[config.mk]
export PLATFORM = sky130hd
export DESIGN_NAME = sdrcmd_issuer
export DESIGN_NICKNAME = d
export VERILOG_FILES = /design/src/rtl/sdrcmd_pkg.sv /design/src/rtl/sdrcmd_mode_reg.sv /design/src/rtl/sdrcmd_addr_split.sv /design/src/rtl/sdrcmd_seq.sv /design/src/rtl/sdrcmd_issuer.sv
export SDC_FILE = /design/constraint.sdc
export NUM_CORES = 1
export LEC_CHECK = 0
export BUFFER_PORTS_ARGS = -buffer_cell sky130_fd_sc_hd__buf_2
export CORE_MARGIN = 2
export CORE_UTILIZATION = 52
export DETAILED_ROUTE_END_ITERATION = 6
export MAX_ROUTING_LAYER = met4
export PLACE_DENSITY = 0.84
export SLEW_MARGIN = 0
export SYNTH_ARGS = -nofsm -noshare
export SYNTH_HDL_FRONTEND = slang
export SYNTH_SLANG_ARGS = --single-unit
[constraint.sdc]
create_clock -name clk -period 5.5 [get_ports clk]
set_clock_uncertainty 0.15 [all_clocks]
set_input_delay 1.1 -clock clk [delete_from_list [all_inputs] [get_ports clk]]
set_output_delay 1.1 -clock clk [all_outputs]
set_load 0.01 [all_outputs]
[src/rtl/sdrcmd_pkg.sv]
package sdrcmd_pkg;

  localparam int MODE_W = 3;

  typedef struct packed {
    logic cs_n;
    logic ras_n;
    logic cas_n;
    logic we_n;
  } pins_t;

  localparam pins_t PINS_DESEL = '{cs_n: 1'b1, ras_n: 1'b1, cas_n: 1'b1, we_n: 1'b1};
  localparam pins_t PINS_LOAD  = '{cs_n: 1'b0, ras_n: 1'b0, cas_n: 1'b0, we_n: 1'b0};
  localparam pins_t PINS_PRE   = '{cs_n: 1'b0, ras_n: 1'b0, cas_n: 1'b1, we_n: 1'b0};
  localparam pins_t PINS_REF   = '{cs_n: 1'b0, ras_n: 1'b0, cas_n: 1'b0, we_n: 1'b1};

  typedef enum logic [1:0] {
    K_NONE = 2'd0,
    K_PRE  = 2'd1,
    K_LOAD = 2'd2,
    K_REF  = 2'd3
  } kind_t;

  function automatic kind_t kind_of(input logic [MODE_W-1:0] code);
    case (code)
      3'd2:       kind_of = K_PRE;
      3'd3, 3'd5: kind_of = K_LOAD;
      3'd4:       kind_of = K_REF;
      default:    kind_of = K_NONE;
    endcase
  endfunction

endpackage

[src/rtl/sdrcmd_mode_reg.sv]
module sdrcmd_mode_reg
  import sdrcmd_pkg::*;
(
  input  logic              clk,
  input  logic              rst,
  input  logic              wr_en,
  input  logic [MODE_W-1:0] wdata,
  output logic [MODE_W-1:0] mode_q
);

  always_ff @(posedge clk) begin
    if (rst)        mode_q <= '0;
    else if (wr_en) mode_q <= wdata;
  end

  // code only changes on an explicit register write
  p_mode_hold_r2: assert property (@(posedge clk) disable iff (rst)
    !wr_en |=> $stable(mode_q));

endmodule

[src/rtl/sdrcmd_addr_split.sv]
module sdrcmd_addr_split #(
  parameter int BYTE_SH = 1,
  parameter int COL_W   = 9,
  parameter int ROW_W   = 12,
  parameter int BANK_W  = 2,
  parameter int A_W     = 13,
  localparam int ROW_LSB  = BYTE_SH + COL_W,
  localparam int BANK_LSB = ROW_LSB + ROW_W,
  localparam int ADDR_W   = BANK_LSB + BANK_W
) (
  input  logic [ADDR_W-1:0] addr,
  output logic [BANK_W-1:0] bank,
  output logic [A_W-1:0]    row_op
);

  assign bank = addr[BANK_LSB +: BANK_W];

  generate
    if (A_W > ROW_W) begin : g_zext
      assign row_op = {{(A_W-ROW_W){1'b0}}, addr[ROW_LSB +: ROW_W]};
    end else begin : g_trunc
      assign row_op = addr[ROW_LSB +: A_W];
    end
  endgenerate

endmodule

[src/rtl/sdrcmd_seq.sv]
module sdrcmd_seq
  import sdrcmd_pkg::*;
#(
  parameter int BANK_W = 2,
  parameter int A_W    = 13,
  parameter int ADDR_W = 24
) (
  input  logic              clk,
  input  logic              rst,
  input  logic              req,
  input  logic              is_reg,
  input  logic              wr,
  input  logic [MODE_W-1:0] mode,
  input  logic [BANK_W-1:0] bank,
  input  logic [A_W-1:0]    row_op,
  input  logic [ADDR_W-1:0] addr,
  output logic              accept,
  output logic              ack_q,
  output logic              mem_wr_q,
  output logic [ADDR_W-1:0] mem_addr_q,
  output pins_t             pins_q,
  output logic [BANK_W-1:0] ba_q,
  output logic [A_W-1:0]    a_q
);

  typedef enum logic [1:0] {S_IDLE, S_ISSUE, S_ACK} state_t;
  state_t state_q;

  localparam logic [A_W-1:0] A_ALLBANK = A_W'(1) << 10;

  kind_t kind;
  assign accept = (state_q == S_IDLE) && req;
  assign kind   = (!is_reg && wr) ? kind_of(mode) : K_NONE;

  always_ff @(posedge clk) begin
    if (rst) begin
      state_q    <= S_IDLE;
      ack_q      <= 1'b0;
      mem_wr_q   <= 1'b0;
      mem_addr_q <= '0;
      pins_q     <= PINS_DESEL;
      ba_q       <= '0;
      a_q        <= '0;
    end else begin
      pins_q   <= PINS_DESEL;
      ba_q     <= '0;
      a_q      <= '0;
      mem_wr_q <= 1'b0;
      ack_q    <= 1'b0;
      case (state_q)
        S_IDLE: if (accept) begin
          state_q <= S_ISSUE;
          case (kind)
            K_PRE:  begin pins_q <= PINS_PRE;  a_q <= A_ALLBANK; end
            K_LOAD: begin pins_q <= PINS_LOAD; ba_q <= bank; a_q <= row_op; end
            K_REF:  pins_q <= PINS_REF;
            default: if (!is_reg && wr) begin
              mem_wr_q   <= 1'b1;
              mem_addr_q <= addr;
            end
          endcase
        end
        S_ISSUE: begin
          state_q <= S_ACK;
          ack_q   <= 1'b1;
        end
        default: state_q <= S_IDLE;
      endcase
    end
  end

  // a command occupies the port for a single cycle
  p_cmd_one_cycle_r7: assert property (@(posedge clk) disable iff (rst)
    !pins_q.cs_n |=> pins_q.cs_n);
  // acknowledge follows the command cycle directly
  p_ack_after_cmd_r7: assert property (@(posedge clk) disable iff (rst)
    !pins_q.cs_n |=> ack_q);
  // acknowledge is a one-cycle pulse
  p_ack_pulse_r7: assert property (@(posedge clk) disable iff (rst)
    ack_q |=> !ack_q);
  // a forwarded write and a command never coincide
  p_no_mix_r9: assert property (@(posedge clk) disable iff (rst)
    !(mem_wr_q && !pins_q.cs_n));
  // precharge always targets all banks
  p_pre_allbank_r4: assert property (@(posedge clk) disable iff (rst)
    (!pins_q.cs_n && !pins_q.ras_n && pins_q.cas_n && !pins_q.we_n) |-> a_q[10]);

endmodule

[src/rtl/sdrcmd_issuer.sv]
module sdrcmd_issuer
  import sdrcmd_pkg::*;
#(
  parameter int BYTE_SH = 1,
  parameter int COL_W   = 9,
  parameter int ROW_W   = 12,
  parameter int BANK_W  = 2,
  parameter int A_W     = 13,
  localparam int ADDR_W = BYTE_SH + COL_W + ROW_W + BANK_W
) (
  input  logic              clk,
  input  logic              rst,
  input  logic              bus_req,
  input  logic              bus_is_reg,
  input  logic              bus_wr,
  input  logic [ADDR_W-1:0] bus_addr,
  input  logic [MODE_W-1:0] bus_wdata,
  output logic [MODE_W-1:0] bus_rdata,
  output logic              bus_ack,
  output logic              mem_wr_o,
  output logic [ADDR_W-1:0] mem_addr_o,
  output logic              cmd_cs_n,
  output logic              cmd_ras_n,
  output logic              cmd_cas_n,
  output logic              cmd_we_n,
  output logic [BANK_W-1:0] cmd_ba,
  output logic [A_W-1:0]    cmd_a
);

  logic              accept;
  logic [MODE_W-1:0] mode;
  logic [BANK_W-1:0] bank;
  logic [A_W-1:0]    row_op;
  pins_t             pins;

  sdrcmd_mode_reg u_mode (
    .clk    (clk),
    .rst    (rst),
    .wr_en  (accept && bus_is_reg && bus_wr),
    .wdata  (bus_wdata),
    .mode_q (mode)
  );

  sdrcmd_addr_split #(
    .BYTE_SH (BYTE_SH),
    .COL_W   (COL_W),
    .ROW_W   (ROW_W),
    .BANK_W  (BANK_W),
    .A_W     (A_W)
  ) u_split (
    .addr   (bus_addr),
    .bank   (bank),
    .row_op (row_op)
  );

  sdrcmd_seq #(
    .BANK_W (BANK_W),
    .A_W    (A_W),
    .ADDR_W (ADDR_W)
  ) u_seq (
    .clk        (clk),
    .rst        (rst),
    .req        (bus_req),
    .is_reg     (bus_is_reg),
    .wr         (bus_wr),
    .mode       (mode),
    .bank       (bank),
    .row_op     (row_op),
    .addr       (bus_addr),
    .accept     (accept),
    .ack_q      (bus_ack),
    .mem_wr_q   (mem_wr_o),
    .mem_addr_q (mem_addr_o),
    .pins_q     (pins),
    .ba_q       (cmd_ba),
    .a_q        (cmd_a)
  );

  always_ff @(posedge clk) begin
    if (rst)                               bus_rdata <= '0;
    else if (accept && bus_is_reg && !bus_wr) bus_rdata <= mode;
  end

  assign cmd_cs_n  = pins.cs_n;
  assign cmd_ras_n = pins.ras_n;
  assign cmd_cas_n = pins.cas_n;
  assign cmd_we_n  = pins.we_n;

endmodule

==> run_results.csv <==
group,metric,value,unit
run_status,run_status,"complete, no violations",
synthesis,most_frequently_used_flop_master_after_synthesis,"dfxtp_1",
final_layout,fin_nets,303,
global_routing,antenna_violations_before_repair,0,
critical_path,setup.worst_path.class,"input port to flip-flop",
place,globalplace.congestion,0.772,
timing,achievable-frequency,0.367,GHz
timing,timing_worst_slew_pin_value,736,ps
synthesis,synth_cell_types,26,
critical_path,timing.critical_path.cells,"buf_2 -> nand2b_1 -> or3_1 -> ha_1 -> and3_1 -> buf_4 -> mux2i_1",
timing,final_period_minus_worst_setup_slack,2720,ps
clocking,numCtsBuffers,5,
floorplan,io_pins,80,
route,drt_iter0_markers,77,
worst_hold_path,hp-class,"flip-flop to flip-flop",
final_layout,flow.area_growth_from_synthesis,21.1,%
clocking,htree_levels,2,
route,num_vias,1485,
critical_path,worstSetupPathDepth,7,
timing,report.final.slew_viol_count,0,
global_routing,global_route.usage.total,18.9,%
global_routing,grt_max_degree,61,
power,vdd.ir_drop.worst,0.000170,V
floorplan,chipWidth,67.5,um
clocking,clock_buffer_depth,2,
final_layout,diodes,0,
critical_path,critPathSlowestCell,"or3_1",
global_routing,overflow,0,
clocking,hold_buffers,0,
power,pwr_density_cell,258,nW/um2
synthesis,mapped_cells,194,
clocking,clk_root_buf,"clkbuf_8",
synthesis,synth_edf_count,0,
floorplan,rows,23,
flow_run,max_cap_violations,0,
timing,unrepaired_setup_endpoints_after_global_routing,"false",
synthesis,synth_area_per_cell,10.8,um2
place,post-dp-hpwl,2750,um
timing,worst_slew_margin_rel,50.8,%
critical_path,worst-path-buf-inv,2,
worst_hold_path,whs_path_depth,2,
clocking,clkSinkCount,51,
synthesis,yosys.area.top_type,"dfxtp_1",
critical_path,cp_max_fo,16,
synthesis,total_standard_cell_area_after_synthesis,2090,um2
floorplan,core_area,3940,um2
clocking,cts_resized,0,
timing,holdWs,323,ps
synthesis,yosysSeqAreaShare,48.7,%
critical_path,required,5530,ps
critical_path,crit_path_start_kind,"input port",
critical_path,crit_family,"simple AND/OR/NAND/NOR gates",
clocking,tritoncts,"yes",
synthesis,top_cell_type_s_share_of_synthesized_area,48.7,%
floorplan,initial_core_util,53.1,%
global_routing,first_global_vias,1413,
route,avgRoutedWirePerCell,12.3,um
timing,final_critical_path_setup_slack,2780,ps
clocking,post_cts_buffers,0,
route,routed_wirelength,3880,um
route,route.detailed.vias_per_inst,4.70,
route,detail_route.first_pass.iterations,4,
critical_path,timing.critical_path.to_type,"flip-flop",
clocking,clock_slew_seen_by_the_registers_of_the_worst_setup_and_hold_paths,90,ps
route,remaining_drc_errors,0,
global_routing,grt_pass1_wl,6150,um
critical_path,reg2regPathDepth,6,
power,leakagePower,1.21,nW
synthesis,synth.top_cells.by_area,"dfxtp_1 (49%), nand2b_1 (18%), mux2i_1 (15%), and3_1 (4.5%), ha_1 (3.0%)",
place,setup_slack_at_placement,2440,ps
timing,timing_hold_violations_final,0,
clocking,clkLatencyLatePin,300,ps
critical_path,timing.critical_path.arrival,2760,ps
critical_path,max_stage_delay,420,ps
synthesis,synthesis.nets,231,
floorplan,die_height,67.5,um
floorplan,die_area,4550,um2
synthesis,synth.yosys.warnings,0,
final_layout,nFillCells,324,
synthesis,synth.ff_latch_count,51,
final_layout,layout-drive-gt1-share,33.8,%
timing,timing.final.setup_violations,0,
route,antenna_violating_nets_post_route,0,
timing,finalCritPeriodShare,49.5,%
place,buffer_ports.inserted,78,
timing,fin_tns_setup,0,ps
synthesis,synth_async_sr_flop_share,0,%
## cells in the mapped netlist (all sizes together), types with 3 or more instances
master   n
dfxtp   51
and3    16
nand2    3
ha       5
mux2i   31
nor3b    3
nand2b  59
buf      7
clkbuf   7
## logic make-up (layout without fill, tap and decap cells)
| group | count (synthesis) | after routing | share of synthesized area (%) |
|---|---|---|---|
| and+or+nand+nor | 89 | 89 | 27.4 |
| buffers and inverters | 15 | 87 | 5.20 |
| muxes | 31 | 31 | 14.8 |
| DFF | 51 | 51 | 48.7 |
| other | 1 | 1 | 0.179 |
| xor gates and xnor gates | 1 | 1 | 0.418 |
| adders and majority gates | 5 | 5 | 2.99 |
| AOI/OAI and AO/OA | 1 | 1 | 0.239 |
## metal layers
| metal | vias to the layer above | part of all wire, % | track usage, % |
|---|---|---|---|
| li1 | 771 | - | - |
| met1 | 653 | 46 | 21.2 |
| met2 | 56 | 46 | 31.3 |
| met3 | 5 | 6.6 | 3.67 |
| met4 | 0 | 2.0 | 10.7 |
| met5 | - | 0 | - |
## layout by cell type, fill, tap and decap left out, types with 2 or more instances in the layout
cell       n
and3_1    15
buf_2     78
clkbuf_8   6
dfxtp_1   51
ha_1       5
mux2i_1   31
nand2_1    3
nand2b_1  59
nor3b_1    2
## final timing paths
path / slack [ps] / startpoint / endpoint
hold reg to reg: 320 / u_seq.mem_addr_q[6] / u_seq.mem_addr_q[6]
setup reg to reg: 3280 / u_mode.mode_q[1] / u_seq.mem_addr_q[11]
setup / recovery: 2780 / bus_is_reg / u_seq.mem_addr_q[11]
hold / removal: 320 / u_seq.mem_addr_q[6] / u_seq.mem_addr_q[6]
## power by group
part | total (W) | switching, W | internal [W]
clock network | 0.000212 | 0.000113 | 0.0000988
logic | 0.0000594 | 0.0000284 | 0.0000309
registers | 0.000382 | 0.00000522 | 0.000377
## final cells by class
type                            instances  area [um2]  area share [%]
Timing Repair Buffer                   79         398            15.7
Sequential cell                        51        1020            40.2
Clock buffer                            6        82.6            3.25
Tap cell                               50        62.6            2.47
Clock inverter                          1        5.00           0.197
Inverter                                1        3.75           0.148
Multi-Input combinational cell        128         965            38.0
## per-stage QoR
stage | total power, W | util, % | instance area [um2] | instances
floorplan | 0.000430 | - | 2090 | 194
global placement | 0.000449 | 62.1 | 2450 | 309
detailed placement | 0.000451 | 62.1 | 2450 | 309
CTS | 0.000661 | 64.4 | 2540 | 316
global route | 0.000681 | 64.4 | 2540 | 316
finish | 0.000654 | 64.4 | 2540 | 316
## state kept, by name (all words and copies together), names as in the netlist
signal and count:
u_seq.mem_addr_q 24, u_seq.a_q 12, bus_rdata 3, u_mode.mode_q 3
u_seq.pins_q 3, u_seq.ba_q 2, u_seq.state_q 2, u_seq.ack_q 1
u_seq.mem_wr_q 1
## worst reg2reg max path: stages, from the launching register on
cell	delay (ps)
dfxtp_1	400
xnor2_1	140
or3_1	200
ha_1	150
and3_1	480
buf_4	390
mux2i_1	240
No activity file was read; power rests on OpenSTA's default activity.
